[src/rtl/uart_txq_pkg.sv]
package uart_txq_pkg;

  typedef enum logic [2:0] {
    TXQ_IDLE  = 3'd0,
    TXQ_LOAD  = 3'd1,
    TXQ_START = 3'd2,
    TXQ_DATA  = 3'd3,
    TXQ_STOP  = 3'd4
  } txq_state_e;

endpackage

[src/rtl/uart_txq_hold.sv]
module uart_txq_hold #(
  parameter int unsigned DATA_W = 8
) (
  input  logic              clk,
  input  logic              rst_n,
  input  logic              init,
  input  logic              wr_en,
  input  logic [DATA_W-1:0] wr_data,
  input  logic              take,
  output logic              full,
  output logic [DATA_W-1:0] data,
  output logic              accept
);

  logic              full_q, full_d;
  logic [DATA_W-1:0] data_q, data_d;

  assign accept = wr_en & ~full_q;

  always_comb begin
    full_d = full_q;
    data_d = data_q;
    if (init) begin
      full_d = 1'b0;
    end else begin
      if (take) full_d = 1'b0;
      if (accept) begin
        full_d = 1'b1;
        data_d = wr_data;
      end
    end
  end

  always_ff @(posedge clk or negedge rst_n) begin
    if (!rst_n) begin
      full_q <= 1'b0;
      data_q <= '0;
    end else begin
      full_q <= full_d;
      data_q <= data_d;
    end
  end

  assign full = full_q;
  assign data = data_q;

endmodule

[src/rtl/uart_txq_shift.sv]
module uart_txq_shift
  import uart_txq_pkg::*;
#(
  parameter int unsigned DATA_W = 8
) (
  input  logic              clk,
  input  logic              rst_n,
  input  logic              init,
  input  logic              baud_tick,
  input  logic              pend_full,
  input  logic              pend_new,
  input  logic [DATA_W-1:0] hold_data,
  output logic              take,
  output logic              txd,
  output logic              busy,
  output logic              done
);

  localparam int unsigned CNT_W = (DATA_W > 1) ? $clog2(DATA_W) : 1;
  localparam logic [CNT_W-1:0] LAST_BIT = CNT_W'(DATA_W - 1);

  txq_state_e        st_q, st_d;
  logic [DATA_W-1:0] sh_q, sh_d;
  logic [CNT_W-1:0]  cnt_q, cnt_d;
  logic              done_q, done_d;

  always_comb begin
    st_d   = st_q;
    sh_d   = sh_q;
    cnt_d  = cnt_q;
    done_d = 1'b0;
    take   = 1'b0;
    unique case (st_q)
      TXQ_IDLE: begin
        if (baud_tick && pend_full) st_d = TXQ_LOAD;
      end
      TXQ_LOAD: begin
        take  = 1'b1;
        sh_d  = hold_data;
        cnt_d = '0;
        st_d  = TXQ_START;
      end
      TXQ_START: begin
        if (baud_tick) st_d = TXQ_DATA;
      end
      TXQ_DATA: begin
        if (baud_tick) begin
          if (cnt_q == LAST_BIT) begin
            st_d = TXQ_STOP;
          end else begin
            sh_d  = sh_q >> 1;
            cnt_d = cnt_q + 1'b1;
          end
        end
      end
      TXQ_STOP: begin
        if (baud_tick) begin
          done_d = 1'b1;
          st_d   = (pend_full || pend_new) ? TXQ_LOAD : TXQ_IDLE;
        end
      end
      default: st_d = TXQ_IDLE;
    endcase
    if (init) begin
      st_d   = TXQ_IDLE;
      done_d = 1'b0;
      take   = 1'b0;
    end
  end

  always_ff @(posedge clk or negedge rst_n) begin
    if (!rst_n) begin
      st_q   <= TXQ_IDLE;
      sh_q   <= '0;
      cnt_q  <= '0;
      done_q <= 1'b0;
    end else begin
      st_q   <= st_d;
      sh_q   <= sh_d;
      cnt_q  <= cnt_d;
      done_q <= done_d;
    end
  end

  always_comb begin
    unique case (st_q)
      TXQ_LOAD, TXQ_START: txd = 1'b0;
      TXQ_DATA:            txd = sh_q[0];
      default:             txd = 1'b1;
    endcase
  end

  assign busy = (st_q != TXQ_IDLE);
  assign done = done_q;

endmodule

[src/rtl/uart_dbuf_tx.sv]
module uart_dbuf_tx #(
  parameter int unsigned DATA_W = 8
) (
  input  logic              clk,
  input  logic              rst_n,
  input  logic              init,
  input  logic              wr_en,
  input  logic [DATA_W-1:0] wr_data,
  input  logic              baud_tick,
  output logic              txd,
  output logic              buf_full,
  output logic              shift_busy,
  output logic              tx_done
);

  logic              hold_take;
  logic              hold_accept;
  logic [DATA_W-1:0] hold_q;

  uart_txq_hold #(.DATA_W(DATA_W)) u_hold (
    .clk     (clk),
    .rst_n   (rst_n),
    .init    (init),
    .wr_en   (wr_en),
    .wr_data (wr_data),
    .take    (hold_take),
    .full    (buf_full),
    .data    (hold_q),
    .accept  (hold_accept)
  );

  uart_txq_shift #(.DATA_W(DATA_W)) u_shift (
    .clk       (clk),
    .rst_n     (rst_n),
    .init      (init),
    .baud_tick (baud_tick),
    .pend_full (buf_full),
    .pend_new  (hold_accept),
    .hold_data (hold_q),
    .take      (hold_take),
    .txd       (txd),
    .busy      (shift_busy),
    .done      (tx_done)
  );

endmodule

[config.mk]
export PLATFORM = sky130hd
export DESIGN_NAME = uart_dbuf_tx
export DESIGN_NICKNAME = d
export VERILOG_FILES = /design/src/rtl/uart_txq_pkg.sv /design/src/rtl/uart_txq_hold.sv /design/src/rtl/uart_txq_shift.sv /design/src/rtl/uart_dbuf_tx.sv
export SDC_FILE = /design/constraint.sdc
export NUM_CORES = 1
export LEC_CHECK = 0
export ABC_AREA = 1
export BUFFER_PORTS_ARGS = -buffer_cell sky130_fd_sc_hd__buf_2
export CAP_MARGIN = 20
export CORE_MARGIN = 2
export CORE_UTILIZATION = 35
export CTS_CLUSTER_DIAMETER = 60
export DETAILED_ROUTE_END_ITERATION = 10
export PLACE_DENSITY = 0.62
export SLEW_MARGIN = 40
export SYNTH_ARGS = -nofsm -noshare
export SYNTH_HDL_FRONTEND = slang
export SYNTH_SLANG_ARGS = --single-unit
export TNS_END_PERCENT = 1
[constraint.sdc]
create_clock -name clk -period 2.1 [get_ports clk]
set_clock_uncertainty 0.05 [all_clocks]
set_input_delay 0.105 -clock clk [delete_from_list [all_inputs] [get_ports clk]]
set_output_delay 0.105 -clock clk [all_outputs]
set_load 0.05 [all_outputs]
-- Word level (Yosys, flattened, before mapping)
Cells that the tools add are included.
- bits in registers: 24
- input bits: 13
- output and inout port bits: 4
- word-level logic and storage cells: 55
- $add $sub $neg: 1
- equal/unequal tests: 12
- mux-type cells: 23
- bitwise operators: 3
- reductions and logical operators: 10
- operators by type and width (kind ; number):
    3-bit two-way mux ; 8
    8-bit two-way mux ; 2
    8-bit one-hot mux with 2 select lines ; 1
    3-bit one-hot mux with 5 select lines ; 1
    1-bit two-way mux ; 9
    3-bit != test (second input constant) ; 3
    3-bit by 2-bit equality test with 1-bit output (second input constant) ; 2
    3-bit equality test (second input constant) ; 2
    3-bit by 2-bit != test with 1-bit output (second input constant) ; 2
    3-bit one-hot mux with 2 select lines ; 1
    3-bit nonzero test ; 2
    5-bit AND reduction ; 1
    2-bit != test (second input constant) ; 2
    3-bit by 1-bit adder with 3-bit output (second input constant) ; 1
    3-bit by 1-bit equality test with 1-bit output (second input constant) ; 1
    3-bit logical NOT ; 1
    3-bit AND reduction ; 1
    1-bit NOT ; 2
    1-bit one-hot mux with 2 select lines ; 1
    2-bit AND reduction ; 1
    2-bit nonzero test ; 1
    2-bit OR reduction ; 1
    1-bit bitwise AND ; 1
    1-bit logical AND ; 1
    1-bit logical OR ; 1

-- Longest topological paths before layout
- depth after elaboration: 7
- gate-level depth with buffers: 9
- gate-level depth less buffers: 8

-- Cells and area by module
A second synthesis with hierarchy kept.
- cell total of the unflattened synthesis: 156
- area, all modules: 1244.9 um2
- modules (own cells, without submodules) (module ; times used ; cells each ; area each (um2) ; seq. area each (um2)):
    uart_txq_shift ; 1 ; 114 ; 858.3 ; 375.4
    uart_txq_hold ; 1 ; 42 ; 386.6 ; 225.2

-- Worst setup path after synthesis
OpenSTA, ideal clock, no wires.
- kind: register -> register
- start: register u_shift.cnt_q[0]
- end: register u_shift.sh_q[0]
- setup time: 0.126 ns
- arrival time: 1.307 ns
- data required time: 1.924 ns
- setup slack: 0.617 ns
- stages on the path, launching flop included: 9
- path buffers: 0
- period minus slack after synthesis: 1.483 ns
- cells stage by stage: dfrtp_1 -> ha_1 -> ha_1 -> inv_1 -> nand2_1 -> a21oi_4 -> inv_1 -> nand2_1 -> o21ai_0
- longest elaborated chain between the ends: 3
- ends and longest elaborated chain (what ; RTL line ; source):
    start, declared ; uart_txq_shift.sv:24 ; logic [CNT_W-1:0] cnt_q, cnt_d;
    start signal, assigned ; uart_txq_shift.sv:80 ; cnt_q <= cnt_d;
    3-bit equality test ; uart_txq_shift.sv:48 ; if (cnt_q == LAST_BIT) begin
    2-bit != test (no line) ; - ;
    3-bit AND reduction (no line) ; - ;
    end signal, assigned ; uart_txq_shift.sv:74 ; sh_q <= '0;
    end signal, assigned ; uart_txq_shift.sv:79 ; sh_q <= sh_d;
    end, declared ; uart_txq_shift.sv:23 ; logic [DATA_W-1:0] sh_q, sh_d;
Every way passes these cells.
A chain may end at the register's enable or synchronous reset.

-- Worst setup path in the final report
- start: register u_shift.cnt_q[0]
- end: register u_shift.cnt_q[0]
- longest elaborated chain between the ends: 4
- ends and longest elaborated chain (what ; RTL line ; source):
    3-bit by 1-bit adder with 3-bit output ; uart_txq_shift.sv:52 ; cnt_d = cnt_q + 1'b1;
    3-bit two-way mux ; uart_txq_shift.sv:48 ;
    3-bit two-way mux ; uart_txq_shift.sv:47 ; if (baud_tick) begin
    3-bit one-hot mux with 2 select lines ; uart_txq_shift.sv:33 ; unique case (st_q)
Several ways; a longest one is shown, not always the timed one. The select of a mux whose other input is x is not followed.

==> metrics.md <==
| Metric | Value |
|---|---|
| Max FO, Critical Path | `14` |
| Hold Fails Final Rpt | `0` |
| Total core area | `between 3000 and 4000 um^2` |
| Asr flop ratio synth | `100%` |
| Die area | `between 3000 and 4000 um^2` |
| Worst hold path endpoint | `u_hold.full` |
| DPL Wire Length | `1.67 mm` |
| CTS Buf Count | `3` |
| CTS Sinks | `24` |
| Initial core utilization | `35.8%` |
| Worst reg2reg path startpoint | `u_shift.cnt_q[0]` |
| VDD IR max | `530 uV` |
| Post-route setup slack | `0.224 ns` |
| Vias | `907` |
| Synth top area share | `51.1%` |
| Gr usage total | `13.9%` |
| Storage cell area | `601 um^2` |
| Master of the slowest instance on the critical path | `dfrtp_1` |
| Via/cell ratio | `4.63` |
| Post-CTS setup buffers | `0` |
| Ports | `17` |
| First-pass GRT wire length | `3.84 mm` |
| Vias in the first global route | `880` |
| GRT overflow | `0` |
| Mapped cell area | `around 1200 um^2` |
| Critical path class | `flip-flop to flip-flop` |
| Simple-gate share of the synthesized area | `roughly a fifth` |
| Clock Latency Late Sink | `0.31 ns` |
| Hold path cells | `3` |
| Share of layout cells above drive strength 1 | `26.7%` |
| Cell Area, Placed | `1280 um^2` |
| WP data required | `2.26 ns` |
| Clock buffer depth | `2` |
| Period utilization | `89.3%` |
| Top_reg_cell synth | `dfrtp_1` |
| DR DRC count | `0` |
| Post-CTS Resized | `0` |
| Sw frac | `40.1%` |
| Unrepaired setup endpoints after global routing | `false` |
| CP Launch Type | `flip-flop` |
| Final min period | `1.88 ns` |
| Max-capacitance violation count | `0` |
| TritonCTS clock tree | `done` |
| I/O Buffers | `16` |
| Antenna diode count | `0` |
| Post-synth top area cell | `dfrtp_1` |
| Worst-path clk slew | `about 0.13 ns` |
| Logic pwr share | `38.3%` |
| Cell Pwr Density | `1080 nW/um^2` |
| CTS HTree Levels | `1` |
| Syn Inst Count | `122` |
| Antenna viol nets, final | `0` |
| Sequential share of the synthesized area | `51.1%` |
| R2r endpoint | `u_shift.cnt_q[0]` |
| Max Slew Vio Count | `0` |
| WL final | `2.26 mm` |
| CTS root buf | `clkbuf_4` |
| Drt first-iter violations | `28` |
| Status | `finished, final reports clean` |
| Yosys warns | `0` |
| Sequential share of power | `46.1%` |
| Worst hold path type | `primary input to flip-flop` |
| Dpl ws | `0.262 ns` |
| Post-route cell area | `1430 um^2` |
| Largest net degree at the start of global routing | `25` |
| Die W | `between 60 and 70 um` |
| Slew HR | `about 64%` |
| Initial antenna violation count | `0` |
| Setup TNS | `0 ns` |
| Most common cell in the synthesized netlist | `nand2_1` |
| Worst hold start | `wr_en` |
| Most frequent cells after synthesis | `nand2_1 (28), dfrtp_1 (24), inv_1 (11), o21ai_0 (10), mux2_2 (8)` |
| R2r setup slk | `around 0.22 ns` |
| Netlist cell types | `24` |
| CTS Hold Bufs | `10` |
| Area Overhead vs Synth | `21.6%` |
| Final setup fails | `0` |
| GPL Wtd Cong | `0.811` |
| Yosys reg bits | `24` |
| FF-to-FF path depth | `8` |
| Number of core rows | `21` |
| Largest family of logic cells by synthesized area | `simple AND/OR/NAND/NOR gates` |
| Adder-Cell Fraction of Synth Area | `about 2.1%` |
| Nets | `between 150 and 200` |
| WL/cell | `roughly 12 um` |
| Mux cell area share after synthesis | `under 10%` |
| Pint | `921 uW` |
| Drt pass-1 iters | `4` |
| Mean Syn Cell Area | `9.64 um^2` |
| Syn nets | `around 140` |
| Leakage | `about 0.69 nW` |
| Crit path cell chain | `ha_1 -> ha_1 -> inv_1 -> nand2_1 -> a21oi_4 -> inv_1 -> nand2_1 -> o31ai_1` |
| Filler instances | `310` |
| Area of the multi-input gates | `494 um^2` |
| Worst path max stage delay | `between 0.4 and 0.5 ns` |
| Clk network pwr share | `15.6%` |
| CP endpoint kind | `flip-flop` |
| Synth Area in Compound Gates | `12.0%` |
| Least-Margin Pin Slew | `0.537 ns` |
| Fmax | `533 MHz` |
| Post-Synth XOR/XNOR Area | `0%` |
| CP arrival | `between 2 and 2.5 ns` |
| NetSw | `roughly 600 uW` |
| Chip height | `62.0 um` |
| Synth area leaders | `dfrtp_1 (51%), nand2_1 (8.9%), mux2_2 (7.7%)` |
| Post-synth EDFFs | `0` |
area by class of cell:
class,count,area share (%)
Sequential cell,24,42.0
Multi-Input combinational cell,82,34.6
Timing Repair Buffer,27,13.3
Tap cell,46,4.02
Inverter,13,3.59
Clock buffer,4,2.54
stage by stage:
step                      hold slack (ns)  utilization (%)  power [mW]  std cells
final                               0.189             43.5        1.54        196
after global routing                0.194             43.5        1.67        196
after detailed placement           0.0702             39.1        1.30        181
after floorplan                    -0.241                -        1.18        122
after CTS                         0.00369             43.2        1.55        195
after global placement             0.0652             39.1        1.27        181
cell usage in the layout, fill, tap and decap left out, drive strengths merged:
cell and instances:
nand2 32, dfrtp 24, buf 16, inv 13
o21ai 13, dlygate4sd3 11, mux2 8, nand3 8
nor2 8, a21oi 4, clkbuf 4, o211ai 3
o31ai 2, ha 2, nor4 1, nand4 1
layer usage:
| layer | vias to the layer above | share of wire, % | track usage, % |
|---|---|---|---|
| met2 | 17 | 49 | 21.7 |
| met1 | 422 | 46 | 17.9 |
| met4 | 0 | 3.1 | 7.90 |
| met5 | - | 0 | 0 |
| met3 | 7 | 2.6 | 2.69 |
| li1 | 461 | - | - |
sequential cells by signal (all words and copies together), names as in the netlist:
register,flops
u_hold.data,8
u_shift.sh_q,8
u_shift.cnt_q,3
u_shift.st_q,3
u_hold.full,1
u_shift.done,1
worst max-delay path by stage:
stage | startpoint | end | depth (start not counted)
floorplan | u_shift.cnt_q[0] | u_shift.sh_q[0] | 8
CTS | u_shift.cnt_q[0] | u_shift.sh_q[3] | 8
global placement | u_shift.cnt_q[0] | u_shift.sh_q[0] | 8
global route | u_shift.cnt_q[0] | u_shift.sh_q[0] | 8
detailed placement | u_shift.cnt_q[0] | u_shift.sh_q[3] | 8
finish | u_shift.cnt_q[0] | u_shift.cnt_q[0] | 8
power by group through the flow:
stage / Combinational (mW) / Clock (mW) / Sequential [mW]
4_1_cts: 0.594 / 0.249 / 0.708
3_5_place_dp: 0.577 / 0 / 0.719
5_1_grt: 0.665 / 0.275 / 0.729
3_3_place_gp: 0.558 / 0 / 0.714
6_report: 0.589 / 0.240 / 0.709
2_1_floorplan: 0.489 / 0 / 0.691
worst max-delay path, delay by kind of cell, from the launching register on:
| kind | cells | cell delay, ns |
|---|---|---|
| buffers and inverters | 2 | 0.29 |
| adders and majority gates | 2 | 0.42 |
| and+or+nand+nor | 2 | 0.20 |
| DFF | 1 | 0.43 |
| AOI/OAI and AO/OA | 2 | 0.38 |
cells by family after synthesis:
| group | count (synthesis) |
|---|---|
| fa+ha+maj | 2 |
| mux | 8 |
| flops | 24 |
| buf+inv | 16 |
| compound gates | 22 |
| simple gates | 50 |
Note: power is estimated with default switching activity, not from simulation.
